$ cat src/rtl/sq_pkg.sv
package sq_pkg;
  typedef enum logic [2:0] {
    OP_NONE, OP_PP, OP_SE, OP_BE, OP_DP, OP_RDP
  } op_e;

  typedef enum logic [1:0] {
    ST_IDLE, ST_BUSY, ST_DPD, ST_RECOV
  } st_e;
endpackage

$ cat src/rtl/sq_pwr_timer.sv
module sq_pwr_timer #(
  parameter int PUW_CYC = 16
) (
  input  logic clk,
  input  logic rst_n,
  input  logic pwr_good,
  output logic ready
);
  localparam int W = $clog2(PUW_CYC + 1);
  localparam logic [W-1:0] LIMIT = W'(PUW_CYC);

  logic [W-1:0] cnt_q, cnt_d;

  always_comb begin
    cnt_d = cnt_q;
    if (!pwr_good) cnt_d = '0;
    else if (cnt_q != LIMIT) cnt_d = cnt_q + 1'b1;
  end

  always_ff @(posedge clk or negedge rst_n) begin
    if (!rst_n) cnt_q <= '0;
    else        cnt_q <= cnt_d;
  end

  assign ready = pwr_good && (cnt_q == LIMIT);
endmodule

$ cat src/rtl/sq_cs_edge.sv
module sq_cs_edge (
  input  logic clk,
  input  logic rst_n,
  input  logic cs_n,
  output logic rise
);
  logic cs_q;

  always_ff @(posedge clk or negedge rst_n) begin
    if (!rst_n) cs_q <= 1'b1;
    else        cs_q <= cs_n;
  end

  assign rise = cs_n && !cs_q;
endmodule

$ cat src/rtl/sq_range.sv
module sq_range
  import sq_pkg::*;
#(
  parameter int ADDR_W = 17,
  parameter int PAGE_W = 8,
  parameter int SECT_W = 12,
  parameter int BLK_W  = 16
) (
  input  op_e               op,
  input  logic [ADDR_W-1:0] addr,
  output logic [ADDR_W-1:0] lo,
  output logic [ADDR_W-1:0] hi
);
  localparam logic [ADDR_W-1:0] ONES  = {ADDR_W{1'b1}};
  localparam logic [ADDR_W-1:0] M_PG  = ONES >> (ADDR_W - PAGE_W);
  localparam logic [ADDR_W-1:0] M_SEC = ONES >> (ADDR_W - SECT_W);
  localparam logic [ADDR_W-1:0] M_BLK = ONES >> (ADDR_W - BLK_W);

  logic [ADDR_W-1:0] mask;

  always_comb begin
    case (op)
      OP_SE:   mask = M_SEC;
      OP_BE:   mask = M_BLK;
      default: mask = M_PG;
    endcase
    lo = addr & ~mask;
    hi = addr | mask;
  end
endmodule

$ cat src/rtl/sq_seq_top.sv
module sq_seq_top
  import sq_pkg::*;
#(
  parameter int ADDR_W  = 17,
  parameter int PAGE_W  = 8,
  parameter int SECT_W  = 12,
  parameter int BLK_W   = 16,
  parameter int PP_CYC  = 20,
  parameter int SE_CYC  = 40,
  parameter int BE_CYC  = 60,
  parameter int RES_CYC = 8,
  parameter int PUW_CYC = 16
) (
  input  logic              clk,
  input  logic              rst_n,
  input  logic              pwr_good,
  input  logic              cs_n,
  input  logic              cmd_pp,
  input  logic              cmd_se,
  input  logic              cmd_be,
  input  logic              cmd_dp,
  input  logic              cmd_rdp,
  input  logic [ADDR_W-1:0] addr,
  input  logic              allow,
  output logic              busy,
  output logic              deep_pd,
  output logic              cmd_gate,
  output logic              prog_stb,
  output logic              erase_stb,
  output logic [ADDR_W-1:0] rng_lo,
  output logic [ADDR_W-1:0] rng_hi
);
  localparam int MAX_A = (PP_CYC > SE_CYC) ? PP_CYC : SE_CYC;
  localparam int MAX_B = (BE_CYC > RES_CYC) ? BE_CYC : RES_CYC;
  localparam int MAX_C = (MAX_A > MAX_B) ? MAX_A : MAX_B;
  localparam int CNT_W = $clog2(MAX_C + 1);

  logic ready, cs_rise;
  st_e  st_q, st_d;
  op_e  pend_q, pend_d;
  logic [CNT_W-1:0]  cnt_q, cnt_d;
  logic [ADDR_W-1:0] paddr_q, paddr_d;
  logic [ADDR_W-1:0] lo_q, lo_d, hi_q, hi_d, r_lo, r_hi;
  logic pstb_q, pstb_d, estb_q, estb_d;
  logic [CNT_W-1:0]  dur;

  sq_pwr_timer #(.PUW_CYC(PUW_CYC)) u_pwr (
    .clk(clk), .rst_n(rst_n), .pwr_good(pwr_good), .ready(ready)
  );

  sq_cs_edge u_edge (
    .clk(clk), .rst_n(rst_n), .cs_n(cs_n), .rise(cs_rise)
  );

  sq_range #(
    .ADDR_W(ADDR_W), .PAGE_W(PAGE_W), .SECT_W(SECT_W), .BLK_W(BLK_W)
  ) u_range (
    .op(pend_q), .addr(paddr_q), .lo(r_lo), .hi(r_hi)
  );

  always_comb begin
    case (pend_q)
      OP_SE:   dur = CNT_W'(SE_CYC - 1);
      OP_BE:   dur = CNT_W'(BE_CYC - 1);
      default: dur = CNT_W'(PP_CYC - 1);
    endcase
  end

  always_comb begin
    st_d    = st_q;
    pend_d  = pend_q;
    cnt_d   = cnt_q;
    paddr_d = paddr_q;
    lo_d    = lo_q;
    hi_d    = hi_q;
    pstb_d  = 1'b0;
    estb_d  = 1'b0;

    // capture decoded pulses inside the frame
    if (!cs_n) begin
      if (st_q == ST_IDLE) begin
        if (ready && cmd_pp)      begin pend_d = OP_PP; paddr_d = addr; end
        else if (ready && cmd_se) begin pend_d = OP_SE; paddr_d = addr; end
        else if (ready && cmd_be) begin pend_d = OP_BE; paddr_d = addr; end
        else if (cmd_dp)          pend_d = OP_DP;
      end else if (st_q == ST_DPD && cmd_rdp) begin
        pend_d = OP_RDP;
      end
    end

    // act at the end of the frame
    if (cs_rise) begin
      pend_d = OP_NONE;
      if (st_q == ST_IDLE) begin
        if (pend_q == OP_PP || pend_q == OP_SE || pend_q == OP_BE) begin
          if (allow) begin
            st_d   = ST_BUSY;
            cnt_d  = dur;
            lo_d   = r_lo;
            hi_d   = r_hi;
            pstb_d = (pend_q == OP_PP);
            estb_d = (pend_q != OP_PP);
          end
        end else if (pend_q == OP_DP) begin
          st_d = ST_DPD;
        end
      end else if (st_q == ST_DPD && pend_q == OP_RDP) begin
        st_d  = ST_RECOV;
        cnt_d = CNT_W'(RES_CYC - 1);
      end
    end

    // timed states count down
    if (st_q == ST_BUSY || st_q == ST_RECOV) begin
      if (cnt_q == '0) st_d  = ST_IDLE;
      else             cnt_d = cnt_q - 1'b1;
    end

    if (!pwr_good) begin
      st_d   = ST_IDLE;
      pend_d = OP_NONE;
      cnt_d  = '0;
      pstb_d = 1'b0;
      estb_d = 1'b0;
    end
  end

  always_ff @(posedge clk or negedge rst_n) begin
    if (!rst_n) begin
      st_q    <= ST_IDLE;
      pend_q  <= OP_NONE;
      cnt_q   <= '0;
      paddr_q <= '0;
      lo_q    <= '0;
      hi_q    <= '0;
      pstb_q  <= 1'b0;
      estb_q  <= 1'b0;
    end else begin
      st_q    <= st_d;
      pend_q  <= pend_d;
      cnt_q   <= cnt_d;
      paddr_q <= paddr_d;
      lo_q    <= lo_d;
      hi_q    <= hi_d;
      pstb_q  <= pstb_d;
      estb_q  <= estb_d;
    end
  end

  assign busy      = (st_q == ST_BUSY);
  assign deep_pd   = (st_q == ST_DPD);
  assign cmd_gate  = (st_q == ST_IDLE) || (st_q == ST_BUSY);
  assign prog_stb  = pstb_q;
  assign erase_stb = estb_q;
  assign rng_lo    = lo_q;
  assign rng_hi    = hi_q;
endmodule

$ cat config.mk
export PLATFORM = sky130hd
export DESIGN_NAME = sq_seq_top
export DESIGN_NICKNAME = d
export VERILOG_FILES = /design/src/rtl/sq_pkg.sv /design/src/rtl/sq_pwr_timer.sv /design/src/rtl/sq_cs_edge.sv /design/src/rtl/sq_range.sv /design/src/rtl/sq_seq_top.sv
export SDC_FILE = /design/constraint.sdc
export NUM_CORES = 1
export LEC_CHECK = 0
export BUFFER_PORTS_ARGS = -buffer_cell sky130_fd_sc_hd__buf_2
export CELL_PAD_IN_SITES_DETAIL_PLACEMENT = 2
export CELL_PAD_IN_SITES_GLOBAL_PLACEMENT = 2
export CORE_MARGIN = 8
export CORE_UTILIZATION = 30
export CTS_BUF_LIST = sky130_fd_sc_hd__clkbuf_4
export DETAILED_ROUTE_END_ITERATION = 8
export PLACE_DENSITY = 0.68
export SLEW_MARGIN = 20
export SYNTH_ARGS = -nofsm -noshare
export SYNTH_HDL_FRONTEND = slang
export SYNTH_HIERARCHICAL = 1
export SYNTH_SLANG_ARGS = --single-unit
$ cat constraint.sdc
create_clock -name clk -period 2.27 [get_ports clk]
set_input_delay 0.5675 -clock clk [delete_from_list [all_inputs] [get_ports clk]]
set_output_delay 0.5675 -clock clk [all_outputs]
set_load 0.1 [all_outputs]
Word level (Yosys, flattened, before mapping):

Cells that the tools add are included.

* output and inout port bits: 39
* register bits after elaboration: 70
* bits of input ports: 27
* logic and storage cells: 92

* muxes and demuxes: 43
* bitwise operators: 4
* add/subtract/negate cells: 2
* eq/ne operators: 15
* reductions and logical operators: 18

Operator list (count)
* 17-bit 2-to-1 mux: 3
* 6-bit 2-to-1 mux: 8
* 16-bit case mux with 2 select lines: 1
* 3-bit 2-to-1 mux: 9
* 2-bit 2-to-1 mux: 9
* 17-bit bitwise AND: 1
* 16-bit inverter with 17-bit output: 1
* 17-bit by 16-bit OR with 17-bit output: 1
* 6-bit case mux with 2 select lines: 1
* 1-bit 2-to-1 mux: 10
* 5-bit 2-to-1 mux: 2
* 1-bit logical AND: 7
* 7-bit inequality test, second input constant: 1
* 3-bit by 2-bit == test with 1-bit output, second input constant: 2
* 3-bit == test, second input constant: 2
* 6-bit logical NOT: 1
* 3-bit AND reduction: 2
* 6-bit by 1-bit subtractor with 6-bit output, second input constant: 1
* 5-bit by 1-bit adder with 5-bit output, second input constant: 1
* 5-bit == test, second input constant: 1
* 5-bit inequality test, second input constant: 1
* 2-bit == test, second input constant: 2
* 1-bit logical OR: 4
* 4-bit by 1-bit inequality test with 1-bit output, second input constant: 1
* 10 further kinds: 10

Logic depth before layout (Yosys ltp):

Gate-level depths: netlist of run 1.

* word-level depth: 10
* mapped depth: 10
* depth with buffers taken out: 8

Hierarchy:

The synthesis of run 1 kept the hierarchy.

By module, submodules not included
* sq_seq_top: instances 1, sequential area each 1601.5 sq um, cells an instance 243, area each 2819.0 sq um
* sq_pwr_timer: instances 1, sequential area each 125.1 sq um, cells an instance 28, area each 294.0 sq um
* sq_range: instances 1, sequential area each 0.0 sq um, cells an instance 38, area each 271.5 sq um
* sq_cs_edge: instances 1, sequential area each 26.3 sq um, cells an instance 2, area each 40.0 sq um

Worst setup path before layout of run 1:

No wires, ideal clock.

* path type: register to output
* start: reg st_q[1]
* end: out deep_pd
* stages on the path, launching flop included: 4
* arrival: 2.242 ns
* required time: 1.702 ns
* path buffers: 1
* path slack: -0.539 ns
* path through: dfrtp_1 -> buf_6 -> inv_1 -> nor2_1

* cells in the longest elaborated chain, start to end: 1

RTL lines
* start, declared: RTL line sq_seq_top.sv:39 `st_e st_q, st_d;`
* start signal, assigned: RTL line sq_seq_top.sv:139 `st_q <= st_d;`
* 2-bit == test: RTL line sq_seq_top.sv:151 `assign deep_pd = (st_q == ST_DPD);`
* end, declared: RTL line sq_seq_top.sv:26 `output logic deep_pd,`

Every way passes these cells.

Worst setup path after layout of run 1:

* start: reg st_q[1]
* end: out busy

* cells in the longest elaborated chain, start to end: 1

RTL lines
* 2-bit by 1-bit == test with 1-bit output: RTL line sq_seq_top.sv:150 `assign busy = (st_q == ST_BUSY);`
* end, declared: RTL line sq_seq_top.sv:25 `output logic busy,`

Every way passes these cells.

==> results of run 1 <==
-- worst max-delay path, delay by kind of cell, from the launching register on --
kind          cells  cell delay (ps)
simple gates      1              240
buf+inv           1              420
flops             1              510
-- power breakdown --
group / internal, mW / switching (mW)
Sequential: 1.18 / 0.0424
Clock: 0.450 / 0.445
Combinational: 0.144 / 0.604
-- final cells by class --
type                       instances  area [um2]  share of cell area
tap                              136         170              0.0459
clock buffer                       9        67.6              0.0182
timing repair buffer              69         415               0.112
sequential                        62        1550               0.419
multi-input combinational        192        1370               0.370
inverter                           8        30.0             0.00810
clock inverter                     7        97.6              0.0263
-- routing by layer --
layer  share of wire  wire length, um  vias to the layer above
met1            0.44             3370                     1145
li1                -                -                     1043
met4           0.011               82                        0
met5               0                0                        -
met3           0.049              377                        7
met2            0.50             3810                       42
-- flip-flops by register name, indices dropped and copies added, names as in the netlist --
register / flops
u_edge/cs_q: 1
prog_stb: 1
rng_lo: 17
pend_q: 3
erase_stb: 1
paddr_q: 9
cnt_q: 6
st_q: 2
rng_hi: 17
u_pwr/cnt_q: 5
-- stage by stage --
stage	cell area, um2	std cells
after global routing	3710	483
after CTS	3690	483
after floorplan	3190	293
after detailed placement	3530	467
final	3710	483
after global placement	3530	467
-- final timing paths --
| path | to |
|---|---|
| max | busy |
| min | rng_lo[0] |
| max reg2reg | paddr_q[12] |
| min reg2reg | paddr_q[8] |
| max in group asynchronous | rng_lo[16] |
| min in group clk | u_edge/cs_q |
-- cells in the final DEF, fill, tap and decap left out, types with 4 or more instances in the layout --
cell	n
dfrtp_1	60
buf_2	56
nand2_1	37
mux2_2	35
conb_1	16
nand2b_1	13
clkbuf_4	10
buf_4	9
and2_1	9
inv_1	8
nor2_1	6
a21oi_1	6
o21ai_0	6
mux2i_1	5
nor2b_1	4
nor3_1	4
==> run metrics, run 1 <==
Cell Area, Synth 3130 um2; Nets 372; Post-Syn Instances 279; Initial Utilization 0.306; final hold vios 0; initial antenna violation count 0; ANT nets after route 0; met1 Usage GRT 0.134; Skew-Pair Late Insertion Delay 400 ps; floorplan row count 37; Post-DP HPWL 5.62 mm; CTS clock-pin slew for the worst setup and hold paths 120 ps; M2 GR Usage 0.199; die width 118 um; Worst Path Max Fanout 10; Worst Tran Pin Value 522 ps; DIE AREA 14000 um2; fraction of layout instances using a drive strength above 1 0.380; routed len/inst 15.8 um; max-cap violation count 0; worst vdd ir 0.280 mV; Slew headroom 0.643; Root Buffer Master clkbuf_4; antenna cells 0; outcome finished clean; power density over the cells 773 nW/um2; vias per inst 4.63; Period minus WS final 2140 ps; crit path launch st_q[1]; GRT Total Usage 0.117; Slew Viols, Final 0; Post-Route Utilization 0.362; Slowest-stage cell, CP dfrtp_1; largest net degree at the start of global routing 44; met3 Use GR 0.0414; DRC Markers 0; count of port buffers added during placement 57; final wirelength 7.64 mm; 1st-iter DRT viols 98; # Post-CTS Setup Buffers 0; I/O pins 66; reg-to-reg setup timing slack 210 ps; Clock Path Buffers 2; CP endpoint kind primary output; Ys Warns 6; GPL Wtd Cong 0.777; R2R cell count 8; Design Power 2.86 mW; CP Launch Type flop; Hold/Removal Path Class input pin to asynchronous set/reset pin; Final period util 0.942; Die Y 118 um; # resized after CTS 0; remaining global-route overflow 0; Hold WS 112 ps; cell leakage power 1.95 nW; Data required, critical path 1700 ps; fmax 468 MHz; Via Count 2237; delay of the slowest critical-path stage 510 ps; clock skew 17.0 ps; H-tree depth 3; Core Region 10200 um2; syn avg cell area 11.2 um2; arrival time worst endpoint 1570 ps; CP Cell Sequence and2b_1 > buf_2; first-pass GRT wire length 13.3 mm; vias in the first global route 2628; # fillers 1107; cts hold-fix bufs 0; crit path kind flop to primary output; CTS tree yes; Num CTS Buffers 9; DR pass1 iterations 3; final worst slack 132 ps; pre-CTS WS 13.3 ps; endpoints failing setup 0; Layout Area Growth over Synthesis 18.2%; RSZ-0062 raised after global routing false; gr busiest metal met2; Fin Setup TNS 0 ps; Critical R2R Launch u_pwr/cnt_q[1]; clock sinks 62
Power figures use the tool's default switching activity.
==> run 2, diff against run 1 <==
--- a/config.mk
+++ b/config.mk
@@ -12,7 +12,7 @@
 export CORE_UTILIZATION = 30
 export CTS_BUF_LIST = sky130_fd_sc_hd__clkbuf_4
 export DETAILED_ROUTE_END_ITERATION = 8
-export PLACE_DENSITY = 0.68
+export PLACE_DENSITY_LB_ADDON = 0.08
 export SLEW_MARGIN = 20
 export SYNTH_ARGS = -nofsm -noshare
 export SYNTH_HDL_FRONTEND = slang
==> run metrics, run 2 (same netlist as run 1, synthesis figures left out) <==
total net switching power 1.07 mW (was 1.09 mW); max-cap violation count 0 (unchanged); register area 1550 um2 (unchanged); placed cell count 471 (was 467); die width 118 um (unchanged); Fin Setup TNS 0 ps (unchanged); count of port buffers added during placement 57 (unchanged); Via Count 2231 (was 2237); final worst slack 115 ps (was 132 ps); Initial Utilization 0.306 (unchanged); cts hold-fix bufs 0 (unchanged); Sequential Power Share 0.428 (was 0.427); Top delay family on crit path flip-flops (unchanged); first-pass GRT wire length 12.6 mm (was 13.3 mm); Final period util 0.949 (was 0.942); commonest non-fill, non-tap cell in the layout dfrtp_1 (unchanged); Nets 376 (was 372); Layout Area Growth over Synthesis 18.5% (was 18.2%); # resized after CTS 0 (unchanged); CTS clock-pin slew for the worst setup and hold paths 120 ps (about the same); cell leakage power 1.97 nW (was 1.95 nW); arrival time worst endpoint 1590 ps (was 1570 ps); delay of the slowest critical-path stage 520 ps (was 510 ps); WP buf/inv 1 (unchanged); reg-to-reg setup timing slack 150 ps (was 210 ps); ANT nets after route 0 (unchanged); clock skew 24.3 ps (was 17.0 ps); fraction of layout instances using a drive strength above 1 0.385 (was 0.380); Core Region 10200 um2 (unchanged); power density over the cells 768 nW/um2 (was 773 nW/um2); floorplan row count 37 (unchanged); Slew Viols, Final 0 (unchanged); RSZ-0062 raised after global routing false (unchanged); Skew-Pair Late Insertion Delay 410 ps (was 400 ps); DRC Markers 0 (unchanged); capture point of the worst reg-to-reg path paddr_q[13] (was paddr_q[12]); 1st-iter DRT viols 43 (was 98); DIE AREA 14000 um2 (unchanged); Clock Path Buffers 2 (unchanged); # Post-CTS Setup Buffers 0 (unchanged); CP Launch Type flop (unchanged); CP Cell Sequence and2b_1 > buf_2 (unchanged); internal power 1.78 mW (was 1.77 mW); DR pass1 iterations 4 (was 3); Critical R2R Launch u_pwr/cnt_q[1] (unchanged); Root Buffer Master clkbuf_4 (unchanged); worst vdd ir 0.303 mV (was 0.280 mV); endpoints failing setup 0 (unchanged); clock sinks 62 (unchanged); Data required, critical path 1700 ps (about the same); final instance area 3710 um2 (about the same); fmax 464 MHz (was 468 MHz); Worst Tran Pin Value 602 ps (was 522 ps); CP endpoint kind primary output (unchanged); final hold vios 0 (unchanged); pre-CTS WS 138 ps (was 13.3 ps); Num CTS Buffers 9 (unchanged); vias per inst 4.58 (was 4.63); final wirelength 7.46 mm (was 7.64 mm); # fillers 1126 (was 1107); non-filler cells in the finished layout 487 (was 483); Hold WS 145 ps (was 112 ps); Die Y 118 um (unchanged); Worst Path Max Fanout 10 (unchanged); R2R cell count 9 (was 8); H-tree depth 3 (unchanged); routed len/inst 15.3 um (was 15.8 um); antenna cells 0 (unchanged); Hold/Removal Path Class input pin to asynchronous set/reset pin (unchanged); Comb pwr share 0.263 (was 0.261); multi-input logic area 1370 um2 (about the same); outcome finished clean (unchanged); Period minus WS final 2150 ps (was 2140 ps); Slew headroom 0.599 (was 0.643); largest net degree at the start of global routing 35 (was 44); I/O pins 66 (unchanged); initial antenna violation count 0 (unchanged); GRT Total Usage 0.111 (was 0.117); vias in the first global route 2406 (was 2628); commonest cells after routing, fill and taps aside dfrtp_1 (60), buf_2 (56), nand2_1 (37) (unchanged); part of the power in the clock network 0.309 (was 0.312); Post-DP HPWL 5.56 mm (was 5.62 mm); GPL Wtd Cong 0.723 (was 0.777); remaining global-route overflow 0 (unchanged); Switching Share 0.374 (was 0.381); Slowest-stage cell, CP dfrtp_1 (unchanged); dpl cell area 3550 um2 (was 3530 um2); crit path kind flop to primary output (unchanged); CTS tree yes (unchanged)
## run 2: cell types whose count changed in the layout (fill, tap and decap cells not counted)
cell / delta
clkinvlp_4: -1
inv_6: -1
clkbuf_4: +1
or3_1: +1
buf_12: -1
or3_4: -1
clkinv_2: +1
buf_4: +5
## run 2: metal layers
| metal | vias to the layer above | part of all wire | GRT usage |
|---|---|---|---|
| met2 | 39 | 0.48 | 0.180 |
| li1 | 1045 | - | - |
| met3 | 7 | 0.042 | 0.0386 |
| met5 | - | 0 | 0 |
| met4 | 0 | 0.014 | 0.0384 |
| met1 | 1140 | 0.46 | 0.135 |
## run 2: area by class of cell
class                      instances  share of cell area
tap                              136              0.0458
clock buffer                      10              0.0202
sequential                        62               0.418
clock inverter                     6              0.0232
multi-input combinational        192               0.368
timing repair buffer              73               0.117
inverter                           8             0.00808
## run 2: worst max-delay path by stage
stage / start / depth (start not counted) / endpoint / slack (ps)
after floorplan: u_pwr/cnt_q[0] / 10 / paddr_q[14] / 150
after CTS: st_q[1] / 3 / deep_pd / 20
after global placement: u_pwr/cnt_q[0] / 9 / paddr_q[16] / 140
after global routing: st_q[1] / 2 / busy / 10
after detailed placement: u_pwr/cnt_q[0] / 9 / paddr_q[10] / 140
final: st_q[1] / 2 / busy / 120
## run 2: worst register-to-register path, stage by stage (launching register included)
cell	delay (ps)
dfrtp_1	400
inv_1	60
ha_1	130
and4bb_4	260
and2_1	150
or3b_4	390
or3_1	310
buf_4	180
nand2_1	80
nand2_1	50
## run 2: power by group through the flow
stage	Combinational (mW)	Sequential (mW)	Clock, mW
after floorplan	0.149	1.71	0
after global placement	0.755	1.24	0
after detailed placement	0.761	1.25	0
after CTS	0.762	1.22	0.925
after global routing	0.787	1.23	0.965
final	0.751	1.22	0.881
## run 2: per-stage QoR
stage	utilization	total power, mW
2_1_floorplan	-	1.86
3_3_place_gp	0.347	2.00
3_5_place_dp	0.347	2.01
4_1_cts	0.363	2.91
5_1_grt	0.363	2.99
6_report	0.363	2.85
